File: src/rtl/bcdcal_pkg.sv
package bcdcal_pkg;

   localparam int unsigned IDX_CTRL = 0;
   localparam int unsigned IDX_SEC  = 3;
   localparam int unsigned IDX_MIN  = 4;
   localparam int unsigned IDX_HOUR = 5;
   localparam int unsigned IDX_DATE = 6;
   localparam int unsigned IDX_WDAY = 7;
   localparam int unsigned IDX_MON  = 8;
   localparam int unsigned IDX_YEAR = 9;

   localparam int unsigned CTL_MODE12 = 3;
   localparam int unsigned CTL_SRST   = 4;
   localparam int unsigned CTL_STOP   = 5;

   typedef struct packed {
      logic [6:0] sec;
      logic [6:0] min;
      logic [5:0] hour;
      logic [5:0] date;
      logic [2:0] wday;
      logic [4:0] mon;
      logic [7:0] year;
   } cal_t;

   localparam cal_t CAL_RST = '{sec: 7'h00, min: 7'h00, hour: 6'h00,
                                date: 6'h01, wday: 3'h0, mon: 5'h01,
                                year: 8'h00};

   // Two-digit BCD increment without range wrap
   function automatic logic [7:0] bcd_inc(input logic [7:0] v);
      if (v[3:0] >= 4'd9) return {v[7:4] + 4'd1, 4'd0};
      else                return {v[7:4], v[3:0] + 4'd1};
   endfunction

   // Binary year divisible by four, decided on BCD digits
   function automatic logic bcd_leap(input logic [7:0] y);
      if (y[4]) return (y[3:0] == 4'd2) || (y[3:0] == 4'd6);
      else      return (y[3:0] == 4'd0) || (y[3:0] == 4'd4) || (y[3:0] == 4'd8);
   endfunction

   function automatic logic [5:0] month_days(input logic [4:0] m, input logic [7:0] y);
      case (m)
         5'h02:                      return bcd_leap(y) ? 6'h29 : 6'h28;
         5'h04, 5'h06, 5'h09, 5'h11: return 6'h30;
         default:                    return 6'h31;
      endcase
   endfunction

endpackage

File: src/rtl/bcdcal_prescale.sv
module bcdcal_prescale #(
   parameter int unsigned PRESCALE = 32768
) (
   input  logic clk,
   input  logic rst_n,
   input  logic clr,
   input  logic tick,
   output logic step
);
   localparam int unsigned CW = (PRESCALE > 1) ? $clog2(PRESCALE) : 1;
   localparam logic [CW-1:0] LAST = CW'(PRESCALE - 1);

   if (PRESCALE < 1) begin : g_bad_prescale
      $error("bcdcal_prescale: PRESCALE must be at least 1");
   end

   if (PRESCALE == 1) begin : g_direct
      assign step = tick & ~clr;
   end else begin : g_count
      logic [CW-1:0] cnt_q;
      always_ff @(posedge clk or negedge rst_n) begin
         if (!rst_n)                cnt_q <= '0;
         else if (clr)              cnt_q <= '0;
         else if (tick)             cnt_q <= (cnt_q == LAST) ? '0 : cnt_q + CW'(1);
      end
      assign step = tick & ~clr & (cnt_q == LAST);

      AST_CNT_BOUND: assert property (@(posedge clk) disable iff (!rst_n)
         (cnt_q <= LAST)) else $error("divider out of range");
   end
endmodule

File: src/rtl/bcdcal_step.sv
module bcdcal_step
   import bcdcal_pkg::*;
(
   input  cal_t cur,
   input  logic mode12,
   output cal_t nxt
);
   logic c_hr, c_day, c_mon, c_yr;

   always_comb begin
      nxt   = cur;
      c_hr  = 1'b0;
      c_day = 1'b0;
      c_mon = 1'b0;
      c_yr  = 1'b0;

      if (cur.sec == 7'h59) nxt.sec = '0;
      else                  nxt.sec = 7'(bcd_inc({1'b0, cur.sec}));

      if (cur.sec == 7'h59) begin
         if (cur.min == 7'h59) begin
            nxt.min = '0;
            c_hr    = 1'b1;
         end else begin
            nxt.min = 7'(bcd_inc({1'b0, cur.min}));
         end
      end

      if (c_hr) begin
         if (mode12) begin
            if (cur.hour[4:0] == 5'h12) begin
               nxt.hour = {cur.hour[5], 5'h01};
            end else if (cur.hour[4:0] == 5'h11) begin
               nxt.hour = {~cur.hour[5], 5'h12};
               c_day    = cur.hour[5];
            end else begin
               nxt.hour = {cur.hour[5], 5'(bcd_inc({3'b0, cur.hour[4:0]}))};
            end
         end else if (cur.hour == 6'h23) begin
            nxt.hour = '0;
            c_day    = 1'b1;
         end else begin
            nxt.hour = 6'(bcd_inc({2'b0, cur.hour}));
         end
      end

      if (c_day) begin
         nxt.wday = (cur.wday >= 3'd6) ? 3'd0 : cur.wday + 3'd1;
         if (cur.date == month_days(cur.mon, cur.year)) begin
            nxt.date = 6'h01;
            c_mon    = 1'b1;
         end else begin
            nxt.date = 6'(bcd_inc({2'b0, cur.date}));
         end
      end

      if (c_mon) begin
         if (cur.mon == 5'h12) begin
            nxt.mon = 5'h01;
            c_yr    = 1'b1;
         end else begin
            nxt.mon = 5'(bcd_inc({3'b0, cur.mon}));
         end
      end

      if (c_yr) nxt.year = (cur.year == 8'h99) ? 8'h00 : bcd_inc(cur.year);
   end
endmodule

File: src/rtl/bcd_calendar_clock.sv
module bcd_calendar_clock
   import bcdcal_pkg::*;
#(
   parameter int unsigned PRESCALE = 32768,
   parameter int unsigned ADDR_W   = 5,
   parameter int unsigned DATA_W   = 8
) (
   input  logic              clk,
   input  logic              rst_n,
   input  logic              osc_tick,
   input  logic              clk_fail,
   input  logic              wr_en,
   input  logic [ADDR_W-1:0] addr,
   input  logic [DATA_W-1:0] wr_data,
   output logic [DATA_W-1:0] rd_data
);
   localparam logic [ADDR_W-1:0] A_CTRL = ADDR_W'(IDX_CTRL);
   localparam logic [ADDR_W-1:0] A_SEC  = ADDR_W'(IDX_SEC);
   localparam logic [ADDR_W-1:0] A_MIN  = ADDR_W'(IDX_MIN);
   localparam logic [ADDR_W-1:0] A_HOUR = ADDR_W'(IDX_HOUR);
   localparam logic [ADDR_W-1:0] A_DATE = ADDR_W'(IDX_DATE);
   localparam logic [ADDR_W-1:0] A_WDAY = ADDR_W'(IDX_WDAY);
   localparam logic [ADDR_W-1:0] A_MON  = ADDR_W'(IDX_MON);
   localparam logic [ADDR_W-1:0] A_YEAR = ADDR_W'(IDX_YEAR);

   if (DATA_W != 8) begin : g_bad_data
      $error("bcd_calendar_clock: DATA_W must be 8");
   end
   if (ADDR_W < 4) begin : g_bad_addr
      $error("bcd_calendar_clock: ADDR_W must be at least 4");
   end

   cal_t cal_q, cal_nxt;
   logic flag_q, stop_q, mode12_q;
   logic srst, wr_time, adv;

   assign srst    = wr_en && (addr == A_CTRL) && wr_data[CTL_SRST];
   assign wr_time = wr_en && (addr >= A_SEC) && (addr <= A_YEAR);

   bcdcal_prescale #(.PRESCALE(PRESCALE)) u_div (
      .clk   (clk),
      .rst_n (rst_n),
      .clr   (wr_time | stop_q | srst),
      .tick  (osc_tick),
      .step  (adv)
   );

   bcdcal_step u_step (
      .cur    (cal_q),
      .mode12 (mode12_q),
      .nxt    (cal_nxt)
   );

   always_ff @(posedge clk or negedge rst_n) begin
      if (!rst_n) begin
         cal_q    <= CAL_RST;
         flag_q   <= 1'b1;
         stop_q   <= 1'b0;
         mode12_q <= 1'b0;
      end else if (srst) begin
         cal_q    <= CAL_RST;
         flag_q   <= 1'b1;
         stop_q   <= 1'b0;
         mode12_q <= 1'b0;
      end else begin
         if (adv) cal_q <= cal_nxt;
         if (wr_en) begin
            case (addr)
               A_CTRL: begin
                  stop_q   <= wr_data[CTL_STOP];
                  mode12_q <= wr_data[CTL_MODE12];
               end
               A_SEC:  cal_q.sec  <= wr_data[6:0];
               A_MIN:  cal_q.min  <= wr_data[6:0];
               A_HOUR: cal_q.hour <= wr_data[5:0];
               A_DATE: cal_q.date <= wr_data[5:0];
               A_WDAY: cal_q.wday <= wr_data[2:0];
               A_MON:  cal_q.mon  <= wr_data[4:0];
               A_YEAR: cal_q.year <= wr_data;
               default: ;
            endcase
         end
         if (clk_fail)                       flag_q <= 1'b1;
         else if (wr_en && (addr == A_SEC))  flag_q <= wr_data[7];
      end
   end

   always_comb begin
      case (addr)
         A_CTRL:  rd_data = {2'b0, stop_q, 1'b0, mode12_q, 3'b0};
         A_SEC:   rd_data = {flag_q, cal_q.sec};
         A_MIN:   rd_data = {1'b0, cal_q.min};
         A_HOUR:  rd_data = {2'b0, cal_q.hour};
         A_DATE:  rd_data = {2'b0, cal_q.date};
         A_WDAY:  rd_data = {5'b0, cal_q.wday};
         A_MON:   rd_data = {3'b0, cal_q.mon};
         A_YEAR:  rd_data = cal_q.year;
         default: rd_data = '0;
      endcase
   end

   AST_STOP_FREEZE: assert property (@(posedge clk) disable iff (!rst_n)
      (stop_q && !wr_en) |=> $stable(cal_q)) else $error("time moved while stopped");
   AST_FLAG_SET: assert property (@(posedge clk) disable iff (!rst_n)
      clk_fail |=> flag_q) else $error("clock loss not flagged");
   AST_FLAG_STICKY: assert property (@(posedge clk) disable iff (!rst_n)
      (flag_q && !(wr_en && addr == A_SEC)) |=> flag_q) else $error("flag dropped");
   AST_WRITE_HOLDOFF: assert property (@(posedge clk) disable iff (!rst_n)
      (PRESCALE > 1 && wr_time) |=> !adv) else $error("advance right after time write");
   AST_SEC_WRAP: assert property (@(posedge clk) disable iff (!rst_n)
      (adv && cal_q.sec == 7'h59) |=> (cal_q.sec == 7'h00)) else $error("seconds wrap");
   AST_SRST_STATE: assert property (@(posedge clk) disable iff (!rst_n)
      srst |=> (cal_q == CAL_RST && flag_q && !stop_q && !mode12_q)) else $error("soft reset");
endmodule

File: config.mk
export PLATFORM = sky130hd
export DESIGN_NAME = bcd_calendar_clock
export DESIGN_NICKNAME = d
export VERILOG_FILES = /design/src/rtl/bcdcal_pkg.sv /design/src/rtl/bcdcal_prescale.sv /design/src/rtl/bcdcal_step.sv /design/src/rtl/bcd_calendar_clock.sv
export SDC_FILE = /design/constraint.sdc
export NUM_CORES = 1
export LEC_CHECK = 0
export ABC_AREA = 1
export BUFFER_PORTS_ARGS = -buffer_cell sky130_fd_sc_hd__buf_4
export CORE_MARGIN = 8
export CORE_UTILIZATION = 39
export DETAILED_ROUTE_END_ITERATION = 6
export GPL_ROUTABILITY_DRIVEN = 0
export PLACE_DENSITY = 0.63
export SYNTH_ARGS = -nofsm -noshare
export SYNTH_HDL_FRONTEND = slang
export SYNTH_HIERARCHICAL = 1
export SYNTH_SLANG_ARGS = --single-unit
File: constraint.sdc
create_clock -name clk -period 2.2 [get_ports clk]
set_clock_uncertainty 0.15 [all_clocks]
set_input_delay 0.11 -clock clk [delete_from_list [all_inputs] [get_ports clk]]
set_output_delay 0.11 -clock clk [all_outputs]
set_load 0.005 [all_outputs]
After elaboration in Yosys (flattened, before gate mapping). Index checks and enable logic that the tools add are counted.

Flip-flop bits (word level): 60. Bits in latches: 0. Memory bits (writable): 0. ROM bits: 0. Bits of input ports: 18. Logic and storage cells: 144. Memories: 0.

Add/sub/neg operators: 15. $mul: 0. Div/mod/pow operators: 0. Magnitude comparators: 9. Equality and inequality tests: 25. Shift-type cells: 0. Muxes and demuxes: 62. Bitwise logic cells: 6. Reductions and logical operators: 16.

Operators by type and width (count): $mux W42 (3); $mux W6 (11); $pmux W8 S8 (1); $mux W7 (7); $mux W15 (3); $mux W8 (4); $eq A5 B3 Y1 const B (6); $add A4 B1 Y4 const B (7); $mux W5 (5); $ge A4 B4 Y1 const B (6); $mux W1 (24); $eq A5 B5 Y1 const B (4); $add A15 B1 Y15 const B (1); $eq A15 B15 Y1 const B (1); $eq A5 B4 Y1 const B (3); $eq A7 B7 Y1 const B (2); $pmux W6 S2 (1); $eq A5 B2 Y1 const B (2); $add A3 B1 Y3 const B (3); $mux W9 (1); $eq A4 B3 Y1 const B (2); $eq A8 B8 Y1 const B (1); $eq A6 B6 Y1 (1); $eq A6 B6 Y1 const B (1); other kinds (19) (33).

Longest topological paths before layout. Gate-level depths: netlist (run 1).

Word-level depth: 18. Gate-level depth with buffers: 19.

By module. Netlist (run 1), hierarchy kept.

By module, submodules not included: bcd_calendar_clock (times used 1, cells each 469, area each 3024.2 um^2); bcdcal_step (times used 1, cells each 315, area each 1813.0 um^2); bcdcal_prescale (times used 1, cells each 119, area each 934.6 um^2).

Worst setup path after synthesis (run 1). Ideal clock, no wire load.

Path kind: flip-flop to flip-flop. From: register cal_q[8] (netlist bit). To: register cal_q[4] (netlist bit). Library setup time: 117 ps. Arrival time: 2090 ps. Path slack: -156 ps. Cell stages (with the launch flop): 18. Path buffers: 0. Period minus slack after synthesis: 2356 ps. Cell sequence: dfstp_2 inv_1 ha_1 nand3_4 inv_1 nand2_1 nand3_1 nand2_2 nand2_1 nor2_1 nand3_2 nand2_1 nand2_1 nand2_1 a21boi_0 nand2_1 nand2_1 nor2_1.

RTL lines: start: declaration (line bcd_calendar_clock.sv:33) `cal_t cal_q, cal_nxt;`; start signal: assignment (line bcd_calendar_clock.sv:66) `if (adv) cal_q <= cal_nxt;`.

==> results of run 1 <==
-- through the flow --
stage | util | worst slack [ps] | TNS, ps | power (mW) | instances
2_1_floorplan | - | -23.6 | -168 | 2.91 | 903
3_3_place_gp | 0.469 | -167 | -1590 | 3.76 | 1179
3_5_place_dp | 0.469 | -223 | -2270 | 3.78 | 1179
4_1_cts | 0.511 | -108 | -951 | 5.46 | 1219
5_1_grt | 0.543 | -328 | -5950 | 6.25 | 1232
6_report | 0.543 | -167 | -1830 | 5.83 | 1232
-- area by class of cell --
cell class,count,share of cell area
Clock buffer,9,0.0286
Clock inverter,7,0.0126
Inverter,92,0.0453
Multi-Input combinational cell,720,0.528
Sequential cell,60,0.192
Tap cell,184,0.0293
Timing Repair Buffer,160,0.165
-- logic make-up after synthesis --
family                     count (synthesis)
AOI/OAI and AO/OA                        113
xor gates and xnor gates                  17
adders and majority gates                 33
buffers and inverters                    123
DFF                                       60
and+or+nand+nor                          557
-- critical path: stages (launching register included) --
cell	delay, ps
dfstp_2	550
inv_2	60
ha_4	180
o211ai_1	170
nand3_1	110
nand2_2	110
nand2_2	70
nor2_4	150
buf_4	140
nand2_4	60
nand2_1	60
nand2_1	50
nand2_1	50
a21boi_0	160
nand2_1	70
nand2_1	80
nor2_1	40
-- what timing repair did --
item | CTS | global route
endpoints found under the hold margin | 103 | 0
gates resized for setup | 28 | 107
buffers inserted | 12 | 17
hold buffers | 12 | 0
endpoints found under the setup margin | 25 | 41
pin swaps | 14 | 40
-- flip-flops by register name, indices dropped and copies added (netlist names) --
name / flops
cal_q: 42
u_div/g_count.cnt_q: 15
flag_q: 1
mode12_q: 1
stop_q: 1
-- cells in the final DEF (no fill, tap or decap), drive strengths merged, types with 2 or more instances in the layout --
cell         instances
nor4                 2
a31oi                5
o21ai               42
dfstp                3
xnor2                7
xor2                10
clkinvlp             2
inv                 92
ha                  33
clkinv               3
nand2              273
bufinv               2
buf                148
o22ai                3
nor3                 5
nand3               61
dlygate4sd3         12
a21boi              31
nand4               43
a21oi               24
dfrtp               57
clkbuf               9
o211ai               3
nor2               170
-- layer usage --
metal  up-vias  track usage
li1       3212            -
met3        23       0.0441
met5         -            0
met1      2894        0.252
met2       160        0.295
met4         0       0.0585
-- worst paths after layout --
check	startpoint	end	slack, ps	cells past startpoint
worst min register to register	u_div/g_count.cnt_q[13]	u_div/g_count.cnt_q[13]	390	2
worst max-delay path	cal_q[8]	cal_q[11]	-170	16
max in group asynchronous	rst_n	cal_q[26]	1070	2
worst max register to register	cal_q[8]	cal_q[11]	-170	16
min in group asynchronous	rst_n	u_div/g_count.cnt_q[0]	250	2
worst min-delay path	addr[0]	cal_q[16]	50	4
-- report_power, final --
part | internal, mW | switching [mW]
combinational | 1.23 | 1.51
sequential | 1.33 | 0.222
clock | 0.996 | 0.550
==> flow_summary.yaml, run 1 <==
power_and_ir_drop:
  p_leak_nw: 3.99
  peakVddDrop_uv: 435
  powerDensity_mw_per_mm2: 741
place:
  place_area_mm2: 0.00680
  port-buffer-count: 25
  dp_hpwl_um: 12500
routing:
  drc_errors: 0
  vias_per_cell: 5.10
  wl_um: 18000
  dr_wl_met2_um: 8310
  wire_per_inst_um: 14.6
  vias: 6289
  dr_wl_met3_um: 1020
  antenna_left: 0
  drt-initial-drc-count: 441
  firstDrtPassIters: 5
  met1_length_um: 8390
  highest_layer: "met4"
logic_synthesis:
  synth_seq_area_share: 0.261
  syn_area_mm2: 0.00577
  synth_ff_type: "dfrtp_1"
  synthTopCellsByArea: "dfrtp_1 25%, nand2_1 17%, nor2_1 9.9%, ha_1 7.2%, inv_1 5.5%"
  syn_area_per_cell_um2: 6.39
  yosysTopAreaCell: "dfrtp_1"
  synthTopCellsByCount: "266 x nand2_1, 152 x nor2_1, 85 x inv_1"
  synth_compound_area_frac: 0.119
  synth-adder-area-share: 0.0715
  synth_edf_count: 0
  yosys.area_share.simple: 0.433
  synth_top_family_by_area: "simple AND/OR/NAND/NOR gates"
  postSynth.asyncResetShare: 1.00
  netlist.area_leader.share: 0.247
  synthXorXnorAreaFrac: 0.0258
  synthMuxAreaShare: 0
  synth.most_common_cell: "nand2_1"
  yosys_warnings: 6
  postSynthCellCount: 903
  syn_nets: 954
  synthDistinctLibCells: 43
  synth_seq_cells: 60
status:
  violations: "setup timing"
  status: "finished, violations left"
setup_path:
  cp.required_ps: 2280
  arrival_ps: 2450
  critPathLaunchType: "register"
  crit_path_end_kind: "register"
  critPathKind: "reg -> reg"
  worst-path-max-fanout: 6
clock_tree:
  clkTransAtPathRegs_ps: 50
  insertion_delay_ps: 340
  cts_sinks: 60
  cts-root-buf: "clkbuf_16"
  numCtsBuffers: 9
  cts_tree: "done"
  cts_buffer_depth: 2
  h-tree-depth: 3
timing:
  fin_crit_sh: 1.08
  slew_viol_final: 0
  rsz0062_at_grt: "yes"
  fin_ws_ps: -167
  worst_pin_slew_ps: 806
  layout_min_cycle_time_ps: 2370
  fmax_mhz: 423
  hold_viol: 0
  setup_viol: 20
  holdWs_ps: 45.4
  relSlewSlack: 0.463
job:
  maxCapViolCount: 0
floorplan:
  fp.dieW_um: 138
  num_rows: 44
  die-area_mm2: 0.0189
  die-height_um: 138
  initial_utilization: 0.399
  io-pin-count: 26
  core_area_mm2: 0.0145
cells_and_area:
  stdcell_area_mm2: 0.00787
  drive_gt1_frac: 0.275
  seq_area_mm2: 0.00151
  syn2layout_area_growth_pct: 36.3
  filler_cell_count: 1415
  antenna_cells: 0
  nets: 1094
  multi_input_area_mm2: 0.00415
global_route:
  antenna_found_initial: 0
  grt_pass1_wl_um: 28300
  grt_max_degree: 61
  grt-ovfl-total: 0
  grt_pass1_vias: 5657
  grt_usage: 0.189
worst_hold_path:
  hold_path.class: "in -> reg"
Note: power is estimated with default switching activity, not from simulation.
==> run 2, diff against run 1 <==
Settings changed: CORE_MARGIN 8 to 1, RECOVER_POWER from default to 25.
==> run 2 against run 1 <==
Compared with the run above:
- the run ends with capacitance limit, slew limit, setup timing left
- hold slack got worse by 2.5 ps
- non-clock buffer count decreased by 10
- clock-buffer cell count unchanged
- first-iteration DRC count decreased by 15%
- sequential power about the same
- total power decreased by 5.6%
- cell area decreased by 3.5%
- global-route usage increased by 6.1 points
- combinational power decreased by 8.8%
- critical path depth increased by 3
- largest power group unchanged
==> flow_summary.yaml, run 2 (synthesized netlist as in run 1, its figures left out) <==
cells_and_area:
  nets: 1084
  antenna_cells: 0
  syn2layout_area_growth_pct: 31.5
  layout_common_cells: "256 x nand2_1, 147 x nor2_1, 124 x buf_4, 73 x inv_1, 55 x dfrtp_1"
  finalNonFillerCells: 1222
  regMostFlops: "cal_q"
  final_core_util: 0.524
  stdcell_area_mm2: 0.00759
  layout_commonest_cell: "nand2_1"
  reg_top3: "cal_q: 42 flops, u_div/g_count.cnt_q: 15 flops"
  drive_gt1_frac: 0.251
  largest_reg_flops: 42
timing:
  setup_tns_ps: -2060
  holdWs_ps: 42.9
  rsz0062_at_grt: "yes"
  hold_viol: 0
  slew_viol_final: 61
  fin_ws_ps: -189
  fin_crit_sh: 1.09
  worst_pin_slew_ps: 1610
  fmax_mhz: 419
  relSlewSlack: -0.0732
  layout_min_cycle_time_ps: 2390
  setup_viol: 17
global_route:
  grt_usage: 0.250
  grt-ovfl-total: 0
  grt_pass1_wl_um: 29300
  grt_pass1_vias: 5943
  grt_max_degree: 61
  antenna_found_initial: 0
setup_path:
  critPathLaunchType: "register"
  cp.required_ps: 2290
  crit_path_end_kind: "register"
  crit_path_cell_trace: "buf_4 -> ha_4 -> nand4_1 -> nand2_1 -> inv_1 -> nand3_1 -> nand2_2 -> buf_6 -> nand3_4 -> nor2_4 -> buf_4 -> buf_6 -> nand2_1 -> nand2_1 -> nand2_1 -> a21boi_2 -> nand2_1 -> nand2_1 -> nor2_1"
  crit_slowest_cell: "dfstp_2"
  path_buf_inv: 5
  cp_top_family: "simple AND/OR/NAND/NOR gates"
  worst-path-max-fanout: 3
  cpPeakStageDelay_ps: 560
  critPathKind: "reg -> reg"
  cp_common_cell: "nand2_1"
  arrival_ps: 2480
place:
  place_area_mm2: 0.00689
  dp_hpwl_um: 12400
  port-buffer-count: 25
  placed_cells: 1186
floorplan:
  die-height_um: 124
  io-pin-count: 26
  initial_utilization: 0.399
  fp.dieW_um: 124
  num_rows: 44
  core_area_mm2: 0.0145
  die-area_mm2: 0.0153
routing:
  antenna_left: 0
  dr_wl_met2_um: 7970
  vias: 6232
  met1_length_um: 8290
  firstDrtPassIters: 5
  dr_wl_met3_um: 807
  wire_per_inst_um: 14.3
  drc_errors: 0
  vias_per_cell: 5.10
  highest_layer: "met4"
  wl_um: 17400
  drt-initial-drc-count: 377
clock_tree:
  h-tree-depth: 3
  cts_sinks: 60
  cts_tree: "done"
  cts-root-buf: "clkbuf_16"
  cts_buffer_depth: 2
  insertion_delay_ps: 350
  clkTransAtPathRegs_ps: 60
  numCtsBuffers: 9
job:
  maxCapViolCount: 1
power_and_ir_drop:
  p_leak_nw: 3.86
  peakVddDrop_uv: 412
  powerDensity_mw_per_mm2: 726
status:
  status: "finished, violations left"
  violations: "capacitance limit, slew limit, setup timing"
worst_hold_path:
  hold_path.class: "in -> reg"
==> run 2: cell type report <==
class	count	area [um2]
fillers	1476	6890
multi-input cells	720	3960
flip-flops and latches	60	1510
repair buffers	150	1230
inverters	92	360
well taps	184	230
clock buffers	9	225
clock inverters	7	76.3
==> run 2: stage by stage <==
stage	total power, mW	setup slack, ps
floorplan	2.91	-23.6
global placement	3.82	-140
global route	5.94	-356
detailed placement	3.84	-166
finish	5.51	-189
CTS	5.39	-158
==> run 2: final timing paths <==
path,cells past startpoint,end,slack (ps),start
max in group asynchronous,2,cal_q[26],270,rst_n
setup reg to reg,19,cal_q[11],-190,cal_q[8]
hold / removal,4,cal_q[16],40,addr[0]
setup / recovery,19,cal_q[11],-190,cal_q[8]
min in group asynchronous,2,u_div/g_count.cnt_q[12],560,rst_n
hold reg to reg,2,stop_q,380,stop_q
==> run 2: worst register-to-register path: cells and delay by family (launching register included) <==
family                   cells  cell delay (ps)
flip-flops                   1              560
buffers and inverters        5              540
AND/OR/NAND/NOR             12              780
adder cells (fa/ha/maj)      1              130
AO/OA/AOI/OAI                1              140
==> run 2: layer usage <==
| layer | track usage | vias to the layer above |
|---|---|---|
| li1 | - | 3183 |
| met5 | 0 | - |
| met1 | 0.330 | 2885 |
| met4 | 0.0851 | 0 |
| met2 | 0.403 | 137 |
| met3 | 0.0527 | 27 |
==> run 2: what timing repair did <==
action | 4_1_cts | 5_1_grt
gates resized for setup | 19 | 78
endpoints found under the setup margin | 18 | 38
buffers inserted | 0 | 7
cloned | 0 | 0
pin swaps | 6 | 8
hold buffers | 13 | 0
hold endpoints to repair | 102 | 0
==> run 2: where the power goes <==
group | switching (mW) | internal (mW) | total [mW]
Sequential | 0.217 | 1.33 | 1.55
Clock | 0.582 | 0.882 | 1.46
Combinational | 1.39 | 1.11 | 2.49
==> run 3, diff against run 2 <==
Settings changed: MAX_ROUTING_LAYER from default to met4.
==> run 3 against run 2 <==
Compared with the run above:
- the run still ends with capacitance limit, slew limit, setup timing left
- critical path depth decreased by 2
- sequential share of layout area increased by 0.13 points
- global-route usage increased by 0.73 points
- register-to-register slack improved by 40 ps
- routed wire length decreased by 0.54%
- hold slack improved by 2.6 ps
- cell area decreased by 0.73%
- largest power group unchanged
- non-clock buffer count decreased by 1
- maximum frequency increased by 1.5%
- total power decreased by 0.93%
- sequential power about the same
- worst setup slack improved by 35 ps
==> flow_summary.yaml, run 3 (synthesized netlist as in run 1, its figures left out) <==
global_route:
  grt_usage: 0.257
  antenna_found_initial: 0
  grt-ovfl-total: 0
  grt_max_degree: 61
  grt_pass1_vias: 5951
  grt_pass1_wl_um: 29300
power_and_ir_drop:
  p_leak_nw: 3.86
  powerDensity_mw_per_mm2: 724
  power.total_mw: 5.46
  peakVddDrop_uv: 414
clock_tree:
  cts_sinks: 60
  clkTransAtPathRegs_ps: 60
  insertion_delay_ps: 350
  numCtsBuffers: 9
  cts_buffer_depth: 2
  cts_tree: "done"
  h-tree-depth: 3
  cts-root-buf: "clkbuf_16"
floorplan:
  initial_utilization: 0.399
  die-height_um: 124
  die-area_mm2: 0.0153
  num_rows: 44
  core_area_mm2: 0.0145
  io-pin-count: 26
  fp.dieW_um: 124
routing:
  wire_per_inst_um: 14.2
  vias_per_cell: 5.10
  drc_errors: 0
  drt-initial-drc-count: 429
  wl_um: 17400
  firstDrtPassIters: 5
  antenna_left: 0
  vias: 6222
cells_and_area:
  reg_top3: "cal_q: 42 flops, u_div/g_count.cnt_q: 15 flops"
  layout_common_cells: "259 x nand2_1, 147 x nor2_1, 123 x buf_4, 76 x inv_1, 56 x dfrtp_1"
  antenna_cells: 0
  syn2layout_area_growth_pct: 30.5
  largest_reg_flops: 42
  drive_gt1_frac: 0.240
  stdcell_area_mm2: 0.00753
  nets: 1083
  regMostFlops: "cal_q"
  layout_commonest_cell: "nand2_1"
setup_path:
  critPathKind: "reg -> reg"
  cp.required_ps: 2280
  critPathLaunchType: "register"
  crit_path_end_kind: "register"
  r2r_slack_ps: -150
  arrival_ps: 2430
  reg2reg_from: "cal_q[8]"
  ff2ff_path_depth: 17
  rr_endpoint: "cal_q[12]"
  worst-path-max-fanout: 13
status:
  status: "finished, violations left"
  violations: "capacitance limit, slew limit, setup timing"
timing:
  layout_min_cycle_time_ps: 2350
  hold_viol: 0
  worst_pin_slew_ps: 1640
  setup_viol: 18
  fmax_mhz: 425
  rsz0062_at_grt: "yes"
  fin_ws_ps: -154
  relSlewSlack: -0.0952
  fin_crit_sh: 1.07
  slew_viol_final: 61
worst_hold_path:
  hold_path_depth: 4
  hold_start: "addr[0]"
  hold_end: "cal_q[16]"
  hold_path.class: "in -> reg"
place:
  place_area_mm2: 0.00689
  port-buffer-count: 25
  dp_hpwl_um: 12400
job:
  maxCapViolCount: 1
-- run 3: changes by cell type in the layout (fill, tap and decap cells not counted), moves of 2 or more --
cell	previous run	this run
inv_2	15	12
nand3_2	10	8
inv_1	73	76
nand2_2	15	12
ha_1	24	26
nand2_1	256	259
o21ai_1	19	16
nand3_1	48	50
o21ai_0	22	24
ha_4	4	1
-- run 3: how the worst max path moves through the flow --
stage,end,slack [ps],depth (start not counted),from
after floorplan,cal_q[4],-20,15,cal_q[8]
after global routing,cal_q[2],-350,16,cal_q[8]
after detailed placement,cal_q[3],-170,15,cal_q[8]
final,cal_q[12],-150,17,cal_q[8]
after global placement,cal_q[12],-140,15,cal_q[8]
after CTS,cal_q[3],-160,15,cal_q[8]
-- run 3: cell type report --
cell class,instances,area (um2)
repair buffers,149,1220
clock inverters,7,76.3
well taps,184,230
flip-flops and latches,60,1510
clock buffers,9,225
multi-input cells,720,3920
fillers,1480,6940
inverters,92,360
-- run 3: routing by layer --
layer / vias up / wire (um) / track usage
met3: 29 / 894 / 0.0527
met5: - / 0 / -
met2: 149 / 7950 / 0.403
met4: 0 / 360 / 0.0851
li1: 3181 / - / -
met1: 2863 / 8150 / 0.329
-- run 3: power breakdown --
group          switching [mW]  total, mW  internal (mW)
clock                   0.579       1.46          0.882
combinational            1.37       2.46           1.09
sequential              0.208       1.54           1.33
-- run 3: metrics by stage --
step	hold slack (ps)	util	instances	worst slack (ps)	TNS [ps]
global placement	117	0.476	1186	-140	-1370
floorplan	-336	-	903	-23.6	-168
global route	74.9	0.520	1221	-349	-8140
detailed placement	119	0.476	1186	-166	-1830
CTS	27.7	0.509	1215	-158	-1570
finish	45.5	0.520	1221	-154	-2000
-- run 3: timing repair --
action / in CTS / in global routing
hold buffers: 13 / 0
gates resized for setup: 19 / 63
endpoints found under the hold margin: 102 / 0
setup endpoints to repair: 18 / 38
pin swaps: 6 / 4
buffers inserted: 0 / 6
-- run 3: worst max-delay path, cell delays in order (launching register included) --
cell,delay [ps]
dfstp_2,560
inv_4,50
ha_2,180
buf_4,130
nand3_1,70
nand2_1,60
nor2_2,90
nand3_2,120
nand3_4,110
nor2_4,50
buf_12,140
nand2_1,50
o21ai_0,70
nand2_1,70
a21boi_1,150
nand2_1,60
nand2_1,80
nor2_1,40
